## src/rtl/gmcd_pkg.sv

```systemverilog
package gmcd_pkg;

   typedef enum logic [1:0] {
      DIVM_NONE   = 2'd0,
      DIVM_ONE    = 2'd1,
      DIVM_DOUBLE = 2'd2,
      DIVM_POW2   = 2'd3
   } divm_e;

   // Width that holds the largest ratio an encoding can produce.
   function automatic int ratio_width(divm_e m, int w);
      case (m)
         DIVM_NONE:   return 2;
         DIVM_ONE:    return w + 1;
         DIVM_DOUBLE: return w + 2;
         default:     return (w <= 4) ? ((1 << w) + 1) : (w + 2);
      endcase
   endfunction

endpackage

```

## src/rtl/gmcd_ratio_dec.sv

```systemverilog
module gmcd_ratio_dec #(
   parameter gmcd_pkg::divm_e MODE    = gmcd_pkg::DIVM_DOUBLE,
   parameter int              DIV_W   = 8,
   parameter int              RATIO_W = 10
) (
   input  logic [DIV_W-1:0]   field_i,
   output logic [RATIO_W-1:0] ratio_o
);

   generate
      if (MODE == gmcd_pkg::DIVM_NONE) begin : g_none
         // Field is masked off: ratio is always one.
         assign ratio_o = RATIO_W'(1) | RATIO_W'(field_i & {DIV_W{1'b0}});
      end else if (MODE == gmcd_pkg::DIVM_ONE) begin : g_one
         assign ratio_o = RATIO_W'(field_i) + RATIO_W'(1);
      end else if (MODE == gmcd_pkg::DIVM_DOUBLE) begin : g_double
         assign ratio_o = (RATIO_W'(field_i) + RATIO_W'(1)) << 1;
      end else begin : g_pow2
         assign ratio_o = RATIO_W'(2) << field_i;
      end
   endgenerate

endmodule

```

## src/rtl/gmcd_src_pick.sv

```systemverilog
module gmcd_src_pick #(
   parameter bit HAS_GATE = 1'b1
) (
   input  logic cfg_gate_i,
   input  logic sel_q_i,
   input  logic base_en_i,
   input  logic pll_en_i,
   output logic gate_on_o,
   output logic src_hit_o
);

   generate
      if (HAS_GATE) begin : g_gate
         assign gate_on_o = cfg_gate_i;
      end else begin : g_free
         assign gate_on_o = cfg_gate_i | 1'b1;
      end
   endgenerate

   assign src_hit_o = sel_q_i ? pll_en_i : base_en_i;

endmodule

```

## src/rtl/gmcd_div_core.sv

```systemverilog
module gmcd_div_core #(
   parameter int RATIO_W = 10
) (
   input  logic               clk,
   input  logic               rst_n,
   input  logic               gate_on_i,
   input  logic               src_hit_i,
   input  logic [RATIO_W-1:0] cfg_ratio_i,
   input  logic               cfg_sel_i,
   output logic               out_en_o,
   output logic [RATIO_W-1:0] ratio_q_o,
   output logic               sel_q_o,
   output logic               idle_o
);

   logic [RATIO_W-1:0] cnt_q;
   logic               terminal;
   logic               load;

   assign idle_o   = (cnt_q == '0);
   assign terminal = (cnt_q == (ratio_q_o - RATIO_W'(1)));
   // Capture settings only between periods, never mid-period.
   assign load     = !gate_on_i || (src_hit_i && terminal) || (idle_o && !src_hit_i);

   always_ff @(posedge clk or negedge rst_n) begin
      if (!rst_n) begin
         ratio_q_o <= RATIO_W'(1);
         sel_q_o   <= 1'b0;
      end else if (load) begin
         ratio_q_o <= cfg_ratio_i;
         sel_q_o   <= cfg_sel_i;
      end
   end

   always_ff @(posedge clk or negedge rst_n) begin
      if (!rst_n) begin
         cnt_q    <= '0;
         out_en_o <= 1'b0;
      end else if (!gate_on_i) begin
         cnt_q    <= '0;
         out_en_o <= 1'b0;
      end else if (src_hit_i) begin
         if (terminal) begin
            cnt_q    <= '0;
            out_en_o <= 1'b1;
         end else begin
            cnt_q    <= cnt_q + RATIO_W'(1);
            out_en_o <= 1'b0;
         end
      end else begin
         out_en_o <= 1'b0;
      end
   end

endmodule

```

## src/rtl/gated_mux_divider.sv

```systemverilog
module gated_mux_divider #(
   parameter gmcd_pkg::divm_e MODE     = gmcd_pkg::DIVM_DOUBLE,
   parameter int              DIV_W    = 8,
   parameter bit              HAS_GATE = 1'b1,
   localparam int             RATIO_W  = gmcd_pkg::ratio_width(MODE, DIV_W)
) (
   input  logic               clk,
   input  logic               rst_n,
   input  logic [DIV_W-1:0]   cfg_div,
   input  logic               cfg_gate,
   input  logic               cfg_sel,
   input  logic               base_en,
   input  logic               pll_en,
   output logic               div_en_o,
   output logic [RATIO_W-1:0] ratio_o
);

   generate
      if (!(DIV_W == 3 || DIV_W == 4 || DIV_W == 8 || DIV_W == 16)) begin : g_bad_width
         $error("gated_mux_divider: DIV_W must be 3, 4, 8 or 16");
      end
      if (MODE == gmcd_pkg::DIVM_POW2 && DIV_W > 4) begin : g_bad_pow2
         $error("gated_mux_divider: power-of-two mode needs DIV_W of 3 or 4");
      end
   endgenerate

   logic [RATIO_W-1:0] cfg_ratio;
   logic               gate_on;
   logic               src_hit;
   logic               sel_q;
   logic               cnt_idle;

   gmcd_ratio_dec #(
      .MODE    (MODE),
      .DIV_W   (DIV_W),
      .RATIO_W (RATIO_W)
   ) u_dec (
      .field_i (cfg_div),
      .ratio_o (cfg_ratio)
   );

   gmcd_src_pick #(
      .HAS_GATE (HAS_GATE)
   ) u_pick (
      .cfg_gate_i (cfg_gate),
      .sel_q_i    (sel_q),
      .base_en_i  (base_en),
      .pll_en_i   (pll_en),
      .gate_on_o  (gate_on),
      .src_hit_o  (src_hit)
   );

   gmcd_div_core #(
      .RATIO_W (RATIO_W)
   ) u_core (
      .clk         (clk),
      .rst_n       (rst_n),
      .gate_on_i   (gate_on),
      .src_hit_i   (src_hit),
      .cfg_ratio_i (cfg_ratio),
      .cfg_sel_i   (cfg_sel),
      .out_en_o    (div_en_o),
      .ratio_q_o   (ratio_o),
      .sel_q_o     (sel_q),
      .idle_o      (cnt_idle)
   );

endmodule

```

## config.mk

```make
export PLATFORM = sky130hd
export DESIGN_NAME = gated_mux_divider
export DESIGN_NICKNAME = d
export VERILOG_FILES = /design/src/rtl/gmcd_pkg.sv /design/src/rtl/gmcd_ratio_dec.sv /design/src/rtl/gmcd_src_pick.sv /design/src/rtl/gmcd_div_core.sv /design/src/rtl/gated_mux_divider.sv
export SDC_FILE = /design/constraint.sdc
export NUM_CORES = 1
export LEC_CHECK = 0
export ABC_AREA = 1
export CAP_MARGIN = 5
export CORE_MARGIN = 3
export CORE_UTILIZATION = 39
export DETAILED_ROUTE_END_ITERATION = 8
export GPL_TIMING_DRIVEN = 0
export PLACE_DENSITY_LB_ADDON = 0.3
export SETUP_SLACK_MARGIN = 0.02
export SYNTH_ARGS = -nofsm -noshare
export SYNTH_HDL_FRONTEND = slang
export SYNTH_HIERARCHICAL = 1
export SYNTH_SLANG_ARGS = --single-unit
```

## constraint.sdc

```tcl
create_clock -name clk -period 5.2 [get_ports clk]
set_input_delay 1.04 -clock clk [delete_from_list [all_inputs] [get_ports clk]]
set_output_delay 1.04 -clock clk [all_outputs]
set_load 0.005 [all_outputs]
```

==> impl_metrics.json <==
{
  "worstHoldPathType": "flip-flop to flip-flop",
  "ys_ff_latch": 22,
  "synthFlopType": "dfrtp_1",
  "ir_drop_mv": 0.124,
  "gr-usage-all-layers_pct": 16.8,
  "critPathCaptureType": "flip-flop",
  "outcome": "finished, final reports clean",
  "place.gp.congestion": 0.900,
  "syn_avg_cell_area_sq_um": 6.90,
  "cp-start-kind": "primary input",
  "worstMarginPinSlew_ns": 1.03,
  "dpl.cell_count": 308,
  "grt_pass1_vias": 1519,
  "syn_nets": 255,
  "slew_headroom_pct": 31.4,
  "drt_iter0_markers": 109,
  "grt_max_degree": 23,
  "p_sw_share_pct": 36.0,
  "critPathMaxFanout": 10,
  "grt_overflow": 0,
  "path_class": "primary input to flip-flop",
  "internal_power_mw": 0.412,
  "die_h_um": 70.8,
  "row_count": 22,
  "nets": 283,
  "finalCriticalPeriod_ns": 2.51,
  "worstPathRequired_ns": 5.40,
  "utilization_pct": 51.8,
  "synth_most_common_cell": "nand2_1",
  "rsz0062_at_grt": "false",
  "power_leakage_nw": 0.966,
  "grt_antenna_before_repair": 0,
  "wl_per_cell_um": 12.3,
  "post-route-period-util_pct": 48.3,
  "cts_tree": "built",
  "synth_top_cells_by_area": "dfrtp_1, nand2_1, nand3_1, inv_1, nor2_1",
  "skew_ns": 0.0154,
  "num_antenna_cells": 0,
  "combinationalPowerShare_pct": 38.4,
  "clockBufferDepth": 2,
  "ys_seq_area_share_pct": 33.7,
  "layout-drive-gt1-share_pct": 9.47,
  "core_area_sq_mm": 0.00385,
  "tns_ns": 0,
  "instances_no_fill": 312,
  "hold_viol": 0,
  "cts_made_buffers": 3,
  "synth_edf_count": 0,
  "die_area_sq_mm": 0.00501,
  "routed_wl_um": 3840,
  "ys_types": 26,
  "grt_pass1_wl_um": 6890,
  "cts_root_buf": "clkbuf_8",
  "setup_viol": 0,
  "cp.arrival_ns": 2.71,
  "yosysWarnings": 6,
  "pwr-share-clk_pct": 25.4,
  "dp_hpwl_um": 2940,
  "cts.sinks": 22,
  "switchingPower_mw": 0.232,
  "clk_pin_slew_ns": 0.09,
  "async_flop_share_pct": 100,
  "ctsResizeCount": 0,
  "die_x_um": 70.8,
  "synth_top_area_share_pct": 32.1,
  "placed_area_sq_mm": 0.00193,
  "htreeDepth": 1,
  "routed_via_density": 4.94,
  "slew_viol_final": 0,
  "max_freq_mhz": 398,
  "fin_area_sq_mm": 0.00200,
  "boundaryPins": 25,
  "synth_commonest_cells": "nand2_1, inv_1, nand3_1",
  "portBuffers": 23,
  "yosysTopAreaCell": "dfrtp_1",
  "drv_cap": 0,
  "syn_inst": 237,
  "area_delta_synth_final_pct": 22.1,
  "drc_errors": 0,
  "postRouteAntennaNets": 0,
  "start_util_pct": 42.4,
  "seq_power_share_pct": 36.2,
  "netlist_area_sq_mm": 0.00164,
  "first_pass_iters": 4,
  "hold_buffers": 0,
  "cts_setup_buffers": 0,
  "p_per_area_mw_per_mm2": 322,
  "dr_total_vias": 1540,
  "insertion_delay_ns": 0.27
}
==> cell type report <==
class,count,area [sq um]
tap,48,60.1
buffer,6,62.6
clock buffer,3,41.3
multi-input combinational,180,912
fill,394,1860
inverter,29,109
clock inverter,1,30.0
sequential,22,552
timing repair buffer,23,230
==> worst max-delay path, cell delays in order <==
cell and delay [ns]:
clkdlybuf4s50_1 0.40, nand2_1 0.05, nand2_1 0.06, inv_1 0.08, nand2_1 0.22, or2_2 0.40, nand2_1 0.09, buf_2 0.23
nand2_1 0.07, nand2_1 0.07
==> power groups by stage <==
stage | combinational, mW | clock, mW | sequential (mW)
after detailed placement | 0.248 | 0 | 0.236
after global routing | 0.287 | 0.173 | 0.238
final | 0.247 | 0.164 | 0.233
after floorplan | 0.160 | 0 | 0.229
after global placement | 0.244 | 0 | 0.235
after CTS | 0.249 | 0.166 | 0.233
==> layer usage <==
metal / track usage [%] / part of all wire [%]
met4: 5.64 / 1.3
met2: 25.2 / 44
met5: 0 / 0
met1: 24.2 / 50
met3: 3.27 / 4.9
==> path summary, 6_finish.rpt <==
kind | from | to | cells past startpoint | slack [ns]
max | pll_en | u_core/ratio_q_o[4] | 10 | 2.69
min | u_core/ratio_q_o[0] | u_core/ratio_q_o[0] | 2 | 0.49
max reg2reg | u_core/ratio_q_o[0] | u_core/ratio_q_o[4] | 15 | 2.88
min reg2reg | u_core/ratio_q_o[0] | u_core/ratio_q_o[0] | 2 | 0.49
max in group asynchronous | rst_n | u_core/ratio_q_o[5] | 1 | 3.24
min in group asynchronous | rst_n | u_core/cnt_q[1] | 1 | 1.32
==> layout by cell type, fill, tap and decap left out, drive strengths merged <==
cell / n
bufinv: 1
xor2: 8
conb: 1
nand3: 29
o22ai: 8
a21oi: 1
inv: 29
a21boi: 1
dfrtp: 21
xnor2: 6
o21ai: 5
buf: 6
nor3: 2
clkbuf: 3
ha: 4
clkdlybuf4s50: 23
o21bai: 1
nand2: 81
or2: 1
nand4: 3
nor4: 2
dfstp: 1
nor2: 27
==> cells by family after synthesis <==
| family | after synthesis | synth area share (%) |
|---|---|---|
| simple gates | 145 | 39.2 |
| buf+inv | 35 | 10.5 |
| other cells | 1 | 0.229 |
| flops | 22 | 33.7 |
| fa+ha+maj | 4 | 3.06 |
| compound gates | 16 | 5.81 |
| xor+xnor | 14 | 7.50 |
==> flip-flops by register name, indices dropped and copies added, names as in the netlist <==
register / flops
u_core/out_en_o: 1
u_core/ratio_q_o: 10
u_core/sel_q_o: 1
u_core/cnt_q: 10
==> through the flow <==
step | setup slack (ns) | hold slack, ns | total power [mW]
6_report | 2.69 | 0.492 | 0.644
5_1_grt | 2.47 | 0.536 | 0.698
4_1_cts | 2.68 | 0.490 | 0.647
3_5_place_dp | 2.41 | 0.476 | 0.484
3_3_place_gp | 2.43 | 0.469 | 0.480
2_1_floorplan | 3.07 | 0.464 | 0.389
Power figures use the tool's default switching activity.
